[config.mk]
export PLATFORM = sky130hd
export DESIGN_NAME = seg_xlate
export DESIGN_NICKNAME = d
export VERILOG_FILES = /design/src/rtl/seg_xlate_pkg.sv /design/src/rtl/seg_desc_decode.sv /design/src/rtl/seg_real_path.sv /design/src/rtl/seg_bound_check.sv /design/src/rtl/seg_xlate.sv
export SDC_FILE = /design/constraint.sdc
export NUM_CORES = 1
export LEC_CHECK = 0
export BUFFER_PORTS_ARGS = -buffer_cell sky130_fd_sc_hd__buf_2
export CAP_MARGIN = 20
export CORE_ASPECT_RATIO = 1.5
export CORE_UTILIZATION = 41
export CTS_CLUSTER_SIZE = 28
export DETAILED_ROUTE_END_ITERATION = 10
export PLACE_DENSITY = 0.71
export SKIP_CTS_REPAIR_TIMING = 1
export SYNTH_ARGS = -nofsm -noshare
export SYNTH_HDL_FRONTEND = slang
export SYNTH_HIERARCHICAL = 1
export SYNTH_SLANG_ARGS = --single-unit
[constraint.sdc]
create_clock -name clk -period 7.4 [get_ports clk]
set_clock_uncertainty 0.2 [all_clocks]
set_input_delay 0.37 -clock clk [delete_from_list [all_inputs] [get_ports clk]]
set_output_delay 0.37 -clock clk [all_outputs]
set_load 0.05 [all_outputs]
[src/rtl/seg_xlate_pkg.sv]
// Package: shared widths and the decoded descriptor type for the
// segment translation unit. Assumes a 64-bit descriptor layout.
package seg_xlate_pkg;
    localparam int SEG_W   = 16;
    localparam int OFF_W   = 32;
    localparam int ADDR_W  = 32;
    localparam int REAL_W  = 20;
    localparam int LIM_W   = 20;
    localparam int PAGE_SH = 12;

    typedef struct packed {
        logic [ADDR_W-1:0] base;
        logic [OFF_W-1:0]  eff_limit;
        logic              present;
        logic              expand_dn;
        logic              big;
    } seg_desc_t;
endpackage

[src/rtl/seg_desc_decode.sv]
// Module: seg_desc_decode
// Extracts base, effective limit and attribute flags from a 64-bit
// segment descriptor. Purely combinational; assumes caller holds desc
// stable during the request cycle.
module seg_desc_decode
    import seg_xlate_pkg::*;
(
    input  logic [63:0] desc_i,
    output seg_desc_t   dec_o
);
    logic [LIM_W-1:0] raw_lim;
    logic             gran;

    // Gather split fields and scale the limit by granularity.
    always_comb begin
        raw_lim         = {desc_i[51:48], desc_i[15:0]};
        gran            = desc_i[55];
        dec_o.base      = {desc_i[63:56], desc_i[39:16]};
        dec_o.present   = desc_i[47];
        dec_o.expand_dn = !desc_i[43] && desc_i[42];
        dec_o.big       = desc_i[54];
        if (gran)
            dec_o.eff_limit = {raw_lim, {PAGE_SH{1'b1}}};
        else
            dec_o.eff_limit = {{(OFF_W-LIM_W){1'b0}}, raw_lim};
    end
endmodule

[src/rtl/seg_real_path.sv]
// Module: seg_real_path
// Real-mode shift-and-add with optional bit-20 masking. Assumes a
// 16-bit segment; only the low 16 offset bits take part.
module seg_real_path
    import seg_xlate_pkg::*;
#(
    parameter int SW = SEG_W,
    parameter int RW = REAL_W,
    parameter int AW = ADDR_W
) (
    input  logic [SW-1:0] seg_i,
    input  logic [SW-1:0] off_i,
    input  logic          a20_en_i,
    output logic [AW-1:0] addr_o
);
    localparam int SUM_W = RW + 1;
    logic [SUM_W-1:0] sum;

    // Scale segment by 16, add offset, then mask the carry bit if needed.
    always_comb begin
        sum = {1'b0, seg_i, 4'b0000} + {{(SUM_W-SW){1'b0}}, off_i};
        if (!a20_en_i)
            sum[RW] = 1'b0;
        addr_o = {{(AW-SUM_W){1'b0}}, sum};
    end
endmodule

[src/rtl/seg_bound_check.sv]
// Module: seg_bound_check
// Checks the first and last byte of an access against an expand-up or
// expand-down segment. Sums are taken one bit wider, so no wrap occurs.
module seg_bound_check
    import seg_xlate_pkg::*;
#(
    parameter int OW = OFF_W
) (
    input  logic [OW-1:0] off_i,
    input  logic [1:0]    size_i,
    input  logic [OW-1:0] eff_limit_i,
    input  logic          expand_dn_i,
    input  logic          big_i,
    output logic          in_bounds_o
);
    localparam int XW = OW + 1;
    logic [XW-1:0] span;
    logic [XW-1:0] last_b;
    logic [XW-1:0] upper;

    // Width code to (bytes - 1).
    always_comb begin
        span = '0;
        for (int k = 0; k < 4; k++)
            if (size_i == k[1:0])
                span = XW'((1 << k) - 1);
    end

    // Bound comparison for both directions.
    always_comb begin
        last_b = {1'b0, off_i} + span;
        upper  = big_i ? {1'b0, {OW{1'b1}}} : XW'(32'h0000_FFFF);
        if (expand_dn_i)
            in_bounds_o = (off_i > eff_limit_i) && (last_b <= upper);
        else
            in_bounds_o = (last_b <= {1'b0, eff_limit_i});
    end
endmodule

[src/rtl/seg_xlate.sv]
// Module: seg_xlate (top)
// Selects the real or protected translation path and registers the
// result one cycle after req_i. A fault zeroes the address and
// suppresses valid_o. Assumes desc_i is the descriptor already fetched
// for the selector.
module seg_xlate
    import seg_xlate_pkg::*;
(
    input  logic              clk,
    input  logic              rst_n,
    input  logic              req_i,
    input  logic              prot_mode_i,
    input  logic              a20_en_i,
    input  logic [SEG_W-1:0]  seg_i,
    input  logic [OFF_W-1:0]  offset_i,
    input  logic [1:0]        size_i,
    input  logic [63:0]       desc_i,
    output logic [ADDR_W-1:0] lin_addr_o,
    output logic              valid_o,
    output logic              np_fault_o,
    output logic              gp_fault_o
);
    seg_desc_t         dec;
    logic [ADDR_W-1:0] real_addr;
    logic [ADDR_W-1:0] prot_addr;
    logic              in_bounds;
    logic              np_n, gp_n, ok_n;
    logic [ADDR_W-1:0] addr_n;

    seg_desc_decode u_dec (
        .desc_i (desc_i),
        .dec_o  (dec)
    );

    seg_real_path #(.SW(SEG_W), .RW(REAL_W), .AW(ADDR_W)) u_real (
        .seg_i    (seg_i),
        .off_i    (offset_i[SEG_W-1:0]),
        .a20_en_i (a20_en_i),
        .addr_o   (real_addr)
    );

    seg_bound_check #(.OW(OFF_W)) u_bound (
        .off_i       (offset_i),
        .size_i      (size_i),
        .eff_limit_i (dec.eff_limit),
        .expand_dn_i (dec.expand_dn),
        .big_i       (dec.big),
        .in_bounds_o (in_bounds)
    );

    // Protected-path sum, wrapping at the address width.
    assign prot_addr = dec.base + ADDR_W'(offset_i);

    // Pick the path and decide fault priority: not-present before bounds.
    always_comb begin
        np_n   = 1'b0;
        gp_n   = 1'b0;
        ok_n   = 1'b0;
        addr_n = '0;
        if (!prot_mode_i) begin
            ok_n   = 1'b1;
            addr_n = real_addr;
        end else if (!dec.present) begin
            np_n = 1'b1;
        end else if (!in_bounds) begin
            gp_n = 1'b1;
        end else begin
            ok_n   = 1'b1;
            addr_n = prot_addr;
        end
    end

    // Register the result strobes; the address holds between requests.
    always_ff @(posedge clk) begin
        if (!rst_n) begin
            lin_addr_o <= '0;
            valid_o    <= 1'b0;
            np_fault_o <= 1'b0;
            gp_fault_o <= 1'b0;
        end else begin
            valid_o    <= req_i && ok_n;
            np_fault_o <= req_i && np_n;
            gp_fault_o <= req_i && gp_n;
            if (req_i)
                lin_addr_o <= addr_n;
        end
    end
endmodule

==> results_dict.tcl, run 1 <==
set metrics [dict create \
    clock_latency_ns 0.27 \
    grt_pass1_wl_um 33100 \
    antenna_found_initial 0 \
    grt_max_degree 68 \
    final_cell_mix "146 x buf_2, 125 x ha_1, 109 x a21oi_1" \
    crit_end "lin_addr_o[30]$_SDFFE_PN0P_" \
    power_density_mw_per_mm2 125 \
    clockBufferDepth 2 \
    fin_crit_sh_pct 78.6 \
    wl_per_cell_um 17.0 \
    start_util_pct 42.0 \
    critical_path.startpoint "size_i[1]" \
    synth_ff_type "dfxtp_1" \
    rsz0062_at_grt "false" \
    die_w_um 109 \
    tightest_slew_ns 0.818 \
    hpwl_um 17700 \
    ioPinCount 154 \
    synth_area_mm2 0.00705 \
    maxCapViolations 0 \
    fill_cells 1725 \
    drive_above_1_share_pct 19.2 \
    crit_required_ns 7.42 \
    place_inst 1238 \
    crit_fanout 6 \
    cts_made_buffers 5 \
    synth-async-reset-ratio_pct 0 \
    yosysWarnings 6 \
    path_cells "buf_2, or2_2, ha_1, inv_1, fa_1, nand2b_1, o22ai_2, nand4_2, nor2_1, and3_1, nand3_1, xnor2_1, ha_1, nand4_1, nor3_1, nand4_1, and4b_1, a41oi_1, o31ai_2, and3_1, and2_1, o21ai_0, o32a_1, o21ai_1" \
    hold_path.class "in2reg" \
    htree_num_levels 2 \
    num-nets-final 1282 \
    period_needed_ns 5.82 \
    hold_viol 0 \
    vdd_drop_max_mv 0.152 \
    relSlewSlack_pct 44.0 \
    cts_tree "yes" \
    r2r.worst_path.cells 4 \
    synth.distinct_cells 72 \
    port_buffers 146 \
    fmax_ghz 0.172 \
    seq_area_frac_synth_pct 9.94 \
    setup_tns_ns 0 \
    endpoint_kind "flip-flop" \
    syn_to_final_growth_pct 9.80 \
    post-route-drc-count 0 \
    rrSetupSlack_ns 6.17 \
    gp_congestion 0.908 \
    finalMaxSlewViolations 0 \
    clkTransAtPathRegs_ns 0.06 \
    ys_ff_latch 35 \
    drtIter0Drc 331 \
    rows 58 \
    insertedDiodeCount 0 \
    avgViaCountPerCell 5.66 \
    core_mm2 0.0168 \
    root_buffer "clkbuf_16" \
    cp-start-kind "primary input" \
    status "finished clean" \
    critPathKind "in2reg" \
    slowest_stage "o31ai_2" \
    synth_cells 950 \
    grt_pass1_vias 6817 \
    avgSynthCellArea_um2 7.42 \
    ant_nets 0 \
    layout_commonest_cell "buf_2" \
    cts.sinks 35 \
    synth_edf_count 0 \
    drt_wl_total_um 21200 \
    setup_viol 0 \
    critPathMaxStageDelay_ns 0.47 \
    critPathArrivalTime_ns 5.84 \
    p_leak_nw 3.76 \
    r2r_end "lin_addr_o[30]$_SDFFE_PN0P_" \
    grtUsageTotal_pct 23.9 \
    die_area_mm2 0.0177 \
    r2r-start "lin_addr_o[30]$_SDFFE_PN0P_" \
    fp.dieH_um 163 \
    firstDrtPassIters 5 \
    final_cells 1246 \
    vias 7057 \
    grt_overflow 0 \
]
[worst min path at each step]
stage / start / endpoint / cells after the start
2_1_floorplan: desc_i[47] / np_fault_o$_SDFF_PN0_ / 2
3_3_place_gp: lin_addr_o[0]$_SDFFE_PN0P_ / lin_addr_o[0]$_SDFFE_PN0P_ / 1
3_5_place_dp: lin_addr_o[5]$_SDFFE_PN0P_ / lin_addr_o[5]$_SDFFE_PN0P_ / 1
4_1_cts: desc_i[47] / np_fault_o$_SDFF_PN0_ / 2
5_1_grt: desc_i[47] / np_fault_o$_SDFF_PN0_ / 2
6_report: desc_i[47] / np_fault_o$_SDFF_PN0_ / 2
[registers in the layout, summed over array words and instances, names as in the netlist]
register,cells
lin_addr_o,32
np_fault_o,1
valid_o,1
gp_fault_o,1
[metrics by stage]
step	instance area (um2)	hold slack (ns)	util, %	power [mW]	setup WS (ns)
3_3_place_gp	7580	0.260	45.2	0.736	1.42
3_5_place_dp	7580	0.265	45.2	0.741	1.39
6_report	7740	0.118	46.2	0.970	1.58
4_1_cts	7740	0.120	46.2	0.975	1.67
5_1_grt	7740	0.132	46.2	1.04	1.25
2_1_floorplan	7090	0.352	-	0.609	2.47
[cell families (layout without fill, tap and decap cells)]
group                      after synthesis  after routing  share of synthesized area [%]
DFF                                     35             35                           9.94
other                                    1             11                         0.0532
muxes                                   10             10                           1.88
AOI/OAI and AO/OA                      275            275                           24.1
adders and majority gates              128            128                           23.0
buffers and inverters                  144            220                           10.7
xor gates and xnor gates                71             71                           8.82
and+or+nand+nor                        286            286                           21.4
[where the power goes]
group          internal (mW)  total (mW)  switching [mW]
clock                  0.143       0.227          0.0842
combinational          0.203       0.532           0.329
sequential             0.203       0.210         0.00732
[metal layers]
metal | global-route usage [%] | up-vias | part of all wire [%]
li1 | - | 3538 | -
met1 | 27.8 | 3234 | 40
met2 | 42.4 | 225 | 50
met3 | 1.84 | 60 | 4.6
met4 | 13.3 | 0 | 5.3
met5 | 0 | - | 0
[Yosys cell counts (all sizes together), types with 2 or more instances]
master	count	area share, %
a2111oi	2	0.51
a211oi	14	1.5
a21boi	2	0.21
a21o	18	1.9
a21oi	111	8.0
a31o	3	0.37
a31oi	8	0.71
a41oi	2	0.36
and2	16	1.5
and3	14	1.3
and4	6	0.75
buf	55	5.9
clkbuf	25	1.4
dfxtp	35	9.9
fa	3	0.85
ha	125	22
inv	64	3.4
mux2	8	1.6
mux2i	2	0.28
nand2	78	4.2
nand2b	9	0.80
nand3	23	1.6
nand4	33	3.0
nor2	41	2.2
nor2b	24	2.1
nor3	14	1.3
nor3b	2	0.21
nor4	2	0.18
o211a	6	0.85
o211ai	9	0.96
o21a	5	0.53
o21ai	71	5.1
o21bai	5	0.53
o221ai	7	0.87
o22ai	2	0.27
o31ai	3	0.39
or2	14	1.2
or3	6	0.60
xnor2	44	5.5
xor2	27	3.4
[layout make-up]
cell class	instances	area, um2	share of cell area [%]
Clock inverter	1	7.51	0.0970
Sequential cell	35	701	9.05
Multi-Input combinational cell	781	5630	72.7
Inverter	64	240	3.10
Clock buffer	7	153	1.97
Tap cell	210	263	3.40
Timing Repair Buffer	148	746	9.64
[worst max-delay path: cells and delay by family]
kind	cells	cell delay, ns
AO/OA/AOI/OAI	6	1.58
XOR/XNOR	1	0.17
adder cells (fa/ha/maj)	3	0.84
buffers and inverters	2	0.19
AND/OR/NAND/NOR	12	2.69
No activity file was read; power rests on OpenSTA's default activity.
==> inputs of run 2 (changes only) <==
==> constraint.sdc (replaced) <==
create_clock -name clk -period 5.45 [get_ports clk]
set_clock_uncertainty 0.2 [all_clocks]
set_input_delay 0.2725 -clock clk [delete_from_list [all_inputs] [get_ports clk]]
set_output_delay 0.2725 -clock clk [all_outputs]
set_load 0.05 [all_outputs]
==> run 2 against run 1 <==
Against the previous run:
- non-clock buffer count is 17 higher
- largest power group unchanged
- combinational power rose by 38%
- die area unchanged
- hold slack got worse by 0.086 ns
- highest routed layer unchanged
- worst setup slack got worse by 1.2 ns
- cell count is 1.4% higher
==> results_dict.tcl, run 2 (synthesized netlist as in run 1, its figures left out) <==
set metrics [dict create \
    grt_pass1_vias 6842 \
    ant_nets 0 \
    grtUsageTotal_pct 24.5 \
    maxCapViolations 0 \
    drive_above_1_share_pct 20.3 \
    cts_made_buffers 5 \
    dr_wl_met3_um 1010 \
    post-route-drc-count 0 \
    drtIter0Drc 344 \
    p_total_mw 1.30 \
    syn_to_final_growth_pct 11.3 \
    critPathArrivalTime_ns 5.08 \
    setup_tns_ns 0 \
    root_buffer "clkbuf_16" \
    fill_cells 1725 \
    status "finished clean" \
    tightest_slew_ns 0.622 \
    clockBufferDepth 2 \
    avgViaCountPerCell 5.63 \
    cts.sinks 35 \
    grt_overflow 0 \
    vias 7109 \
    layout_commonest_cell "buf_2" \
    vdd_drop_max_mv 0.218 \
    critPathKind "in2reg" \
    cts_tree "yes" \
    grt_max_degree 68 \
    grt_pass1_wl_um 33600 \
    crit_required_ns 5.46 \
    fmax_ghz 0.198 \
    power_density_mw_per_mm2 166 \
    rows 58 \
    drt_wl_total_um 21700 \
    firstDrtPassIters 5 \
    clock_latency_ns 0.28 \
    num-nets-final 1299 \
    htree_num_levels 2 \
    fp.dieH_um 163 \
    gp_congestion 1.01 \
    period_needed_ns 5.06 \
    die_area_mm2 0.0177 \
    cp-start-kind "primary input" \
    wl_met2_um 11000 \
    hpwl_um 18300 \
    clkTransAtPathRegs_ns 0.06 \
    crit_fanout 6 \
    hold_viol 0 \
    port_buffers 146 \
    insertedDiodeCount 0 \
    endpoint_kind "flip-flop" \
    start_util_pct 42.0 \
    finalMaxSlewViolations 0 \
    top_register "lin_addr_o" \
    relSlewSlack_pct 58.5 \
    fin_crit_sh_pct 92.9 \
    hold_path.class "in2reg" \
    setup_viol 0 \
    die_w_um 109 \
    ioPinCount 154 \
    hold_slack_ns 0.0323 \
    largest_reg_flops 32 \
    final_cell_mix "146 x buf_2, 125 x ha_1, 109 x a21oi_1" \
    met1_length_um 8590 \
    core_mm2 0.0168 \
    p_leak_nw 3.83 \
    top_layer "met4" \
    antenna_found_initial 0 \
    wl_per_cell_um 17.2 \
    rsz0062_at_grt "false" \
]
## run 2: worst max-delay path, stage by stage
cell      delay [ns]
buf_2           0.13
or2_2           0.12
ha_1            0.15
inv_1           0.05
fa_1            0.39
nand2b_1        0.17
o22ai_2         0.13
nand4_2         0.22
nor3_1          0.23
buf_4           0.16
nand4_1         0.11
xnor2_1         0.17
ha_1            0.31
nand3_1         0.09
nor2_1          0.24
and4_1          0.23
nand4_1         0.13
and4b_1         0.27
a41oi_1         0.18
o31ai_2         0.34
and3_1          0.22
and2_1          0.15
o21ai_0         0.15
o32a_1          0.34
o21ai_1         0.12
## run 2: cell type report
| cell class | count | area (um2) | share of cell area [%] |
|---|---|---|---|
| Multi-Input combinational cell | 781 | 5630 | 71.8 |
| Timing Repair Buffer | 165 | 873 | 11.1 |
| Sequential cell | 35 | 701 | 8.93 |
| Tap cell | 210 | 263 | 3.35 |
| Inverter | 64 | 240 | 3.06 |
| Clock buffer | 7 | 133 | 1.69 |
| Clock inverter | 1 | 5.00 | 0.0638 |
## run 2: stage by stage
stage                     std cells  setup WS, ns  cell area [um2]  utilization [%]
after floorplan                 960         0.613             7090                -
after global placement         1255         0.171             7710             46.0
after detailed placement       1255         0.104             7710             46.0
after CTS                      1263         0.383             7840             46.8
after global routing           1263        0.0443             7840             46.8
final                          1263         0.388             7840             46.8
## run 2: final timing paths
path,start,end,slack [ns],cells past startpoint
max reg2reg,lin_addr_o[30]$_SDFFE_PN0P_,lin_addr_o[30]$_SDFFE_PN0P_,4.22,4
min,desc_i[47],np_fault_o$_SDFF_PN0_,0.03,2
min reg2reg,lin_addr_o[1]$_SDFFE_PN0P_,lin_addr_o[1]$_SDFFE_PN0P_,0.28,1
max,size_i[1],lin_addr_o[30]$_SDFFE_PN0P_,0.39,25
## run 2: report_power, final
part / internal [mW] / total [mW] / leakage, nW / switching (mW)
Sequential: 0.276 / 0.287 / 0.289 / 0.0109
Clock: 0.169 / 0.277 / 0.0679 / 0.108
Combinational: 0.284 / 0.736 / 3.48 / 0.452
## run 2: per-layer routing
layer	track usage [%]	vias to the layer above
li1	-	3570
met1	27.8	3263
met2	44.1	224
met3	1.72	52
met4	13.9	0
met5	0	-
==> inputs of run 3 (changes only) <==
--- a/config.mk
+++ b/config.mk
@@ -11,7 +11,7 @@
 export CORE_UTILIZATION = 41
 export CTS_CLUSTER_SIZE = 28
 export DETAILED_ROUTE_END_ITERATION = 10
-export PLACE_DENSITY = 0.71
+export PLACE_DENSITY = 0.66
 export SKIP_CTS_REPAIR_TIMING = 1
 export SYNTH_ARGS = -nofsm -noshare
 export SYNTH_HDL_FRONTEND = slang
==> run 3 against run 2 <==
Against the previous run:
- global-route usage decreased by 0.31 points
- sequential cell count did not move
- via count decreased by 0.96%
- largest power group unchanged
- combinational power is essentially flat
- sequential share of layout area about the same
- utilization barely moved
- sequential power is essentially flat
- first-iteration DRC count down 4.7%
- cell count shrank 0.16%
- cell area about the same
- largest cell class unchanged
==> results_dict.tcl, run 3 (synthesized netlist as in run 1, its figures left out) <==
set metrics [dict create \
    fmax_ghz 0.196 \
    clkTransAtPathRegs_ns 0.06 \
    insertedDiodeCount 0 \
    syn_to_final_growth_pct 11.3 \
    layout_commonest_cell "buf_2" \
    hpwl_um 18300 \
    ioPinCount 154 \
    drive_above_1_share_pct 20.6 \
    hold_slack_ns 0.0291 \
    final_cells 1261 \
    num-nets-final 1298 \
    cp-start-kind "primary input" \
    design_area_mm2 0.00785 \
    grtUsageTotal_pct 24.2 \
    avgViaCountPerCell 5.58 \
    power_density_mw_per_mm2 167 \
    r2r.worst_path.cells 4 \
    port_buffers 146 \
    crit_required_ns 5.47 \
    drt_wl_total_um 21700 \
    hold_path_depth 2 \
    regArea_um2 701 \
    post-route-drc-count 0 \
    cts_made_buffers 5 \
    grt_overflow 0 \
    dpl_worst_slack_ns 0.134 \
    grt_max_degree 68 \
    cp.buffers_inverters 3 \
    final_cell_mix "146 x buf_2, 125 x ha_1, 109 x a21oi_1" \
    ant_nets 0 \
    gp_congestion 0.940 \
    die_w_um 109 \
    period_needed_ns 5.10 \
    vias 7041 \
    rows 58 \
    p_total_mw 1.31 \
    clock_latency_ns 0.28 \
    firstDrtPassIters 4 \
    setup_tns_ns 0 \
    fp.dieH_um 163 \
    wl_per_cell_um 17.2 \
    status "finished clean" \
    relSlewSlack_pct 32.2 \
    critPathMaxStageDelay_ns 0.39 \
    maxCapViolations 0 \
    cts.sinks 35 \
    setup_viol 0 \
    final_util_pct 46.8 \
    place_inst 1254 \
    p_leak_nw 3.83 \
    vdd_drop_max_mv 0.162 \
    endpoint_kind "flip-flop" \
    tightest_slew_ns 1.02 \
    antenna_found_initial 0 \
    path_depth 25 \
    rsz0062_at_grt "false" \
    largest_reg_flops 32 \
    top_register "lin_addr_o" \
    finalMaxSlewViolations 0 \
    cts_tree "yes" \
    place_area_mm2 0.00770 \
    path_delay_family "simple AND/OR/NAND/NOR gates" \
    hold_viol 0 \
    critPathArrivalTime_ns 5.12 \
    fin_crit_sh_pct 93.6 \
    crit_fanout 6 \
    hold_path.class "in2reg" \
    critPathKind "in2reg" \
    htree_num_levels 2 \
    drtIter0Drc 328 \
    die_area_mm2 0.0177 \
    core_mm2 0.0168 \
    worst_slack_ns 0.348 \
    multi_input_area_mm2 0.00563 \
    root_buffer "clkbuf_16" \
    start_util_pct 42.0 \
    slowest_stage "fa_1" \
    fill_cells 1790 \
    clockBufferDepth 2 \
    grt_pass1_wl_um 33100 \
    grt_pass1_vias 6623 \
]
-- run 3: final timing paths --
| kind | to | slack [ns] | from |
|---|---|---|---|
| hold / removal | np_fault_o$_SDFF_PN0_ | 0.03 | desc_i[47] |
| hold reg to reg | lin_addr_o[1]$_SDFFE_PN0P_ | 0.27 | lin_addr_o[1]$_SDFFE_PN0P_ |
| setup reg to reg | lin_addr_o[30]$_SDFFE_PN0P_ | 4.20 | lin_addr_o[30]$_SDFFE_PN0P_ |
| setup / recovery | lin_addr_o[30]$_SDFFE_PN0P_ | 0.35 | size_i[1] |
-- run 3: cell type report --
| cell class | count | share of cell area [%] |
|---|---|---|
| repair buffers | 164 | 11.0 |
| multi-input cells | 781 | 71.8 |
| inverters | 64 | 3.06 |
| clock buffers | 6 | 1.77 |
| well taps | 210 | 3.35 |
| clock inverters | 1 | 0.0638 |
| flip-flops and latches | 35 | 8.93 |
-- run 3: metal layers --
| layer | track usage (%) | wire length (um) |
|---|---|---|
| met1 | 27.7 | 8830 |
| met2 | 44.0 | 11100 |
| met3 | 1.88 | 864 |
| met4 | 11.9 | 983 |
| met5 | 0 | 0 |
-- run 3: power breakdown --
group          total [mW]  internal (mW)  switching [mW]
Clock               0.287          0.178           0.109
Combinational       0.734          0.282           0.451
Sequential          0.287          0.276          0.0108
Total                1.31          0.737           0.571
-- run 3: worst register-to-register path: stages (launching register included) --
cell	delay, ns
dfxtp_1	0.32
o21ai_0	0.29
nor3b_1	0.09
nor3_1	0.17
o21ai_1	0.08
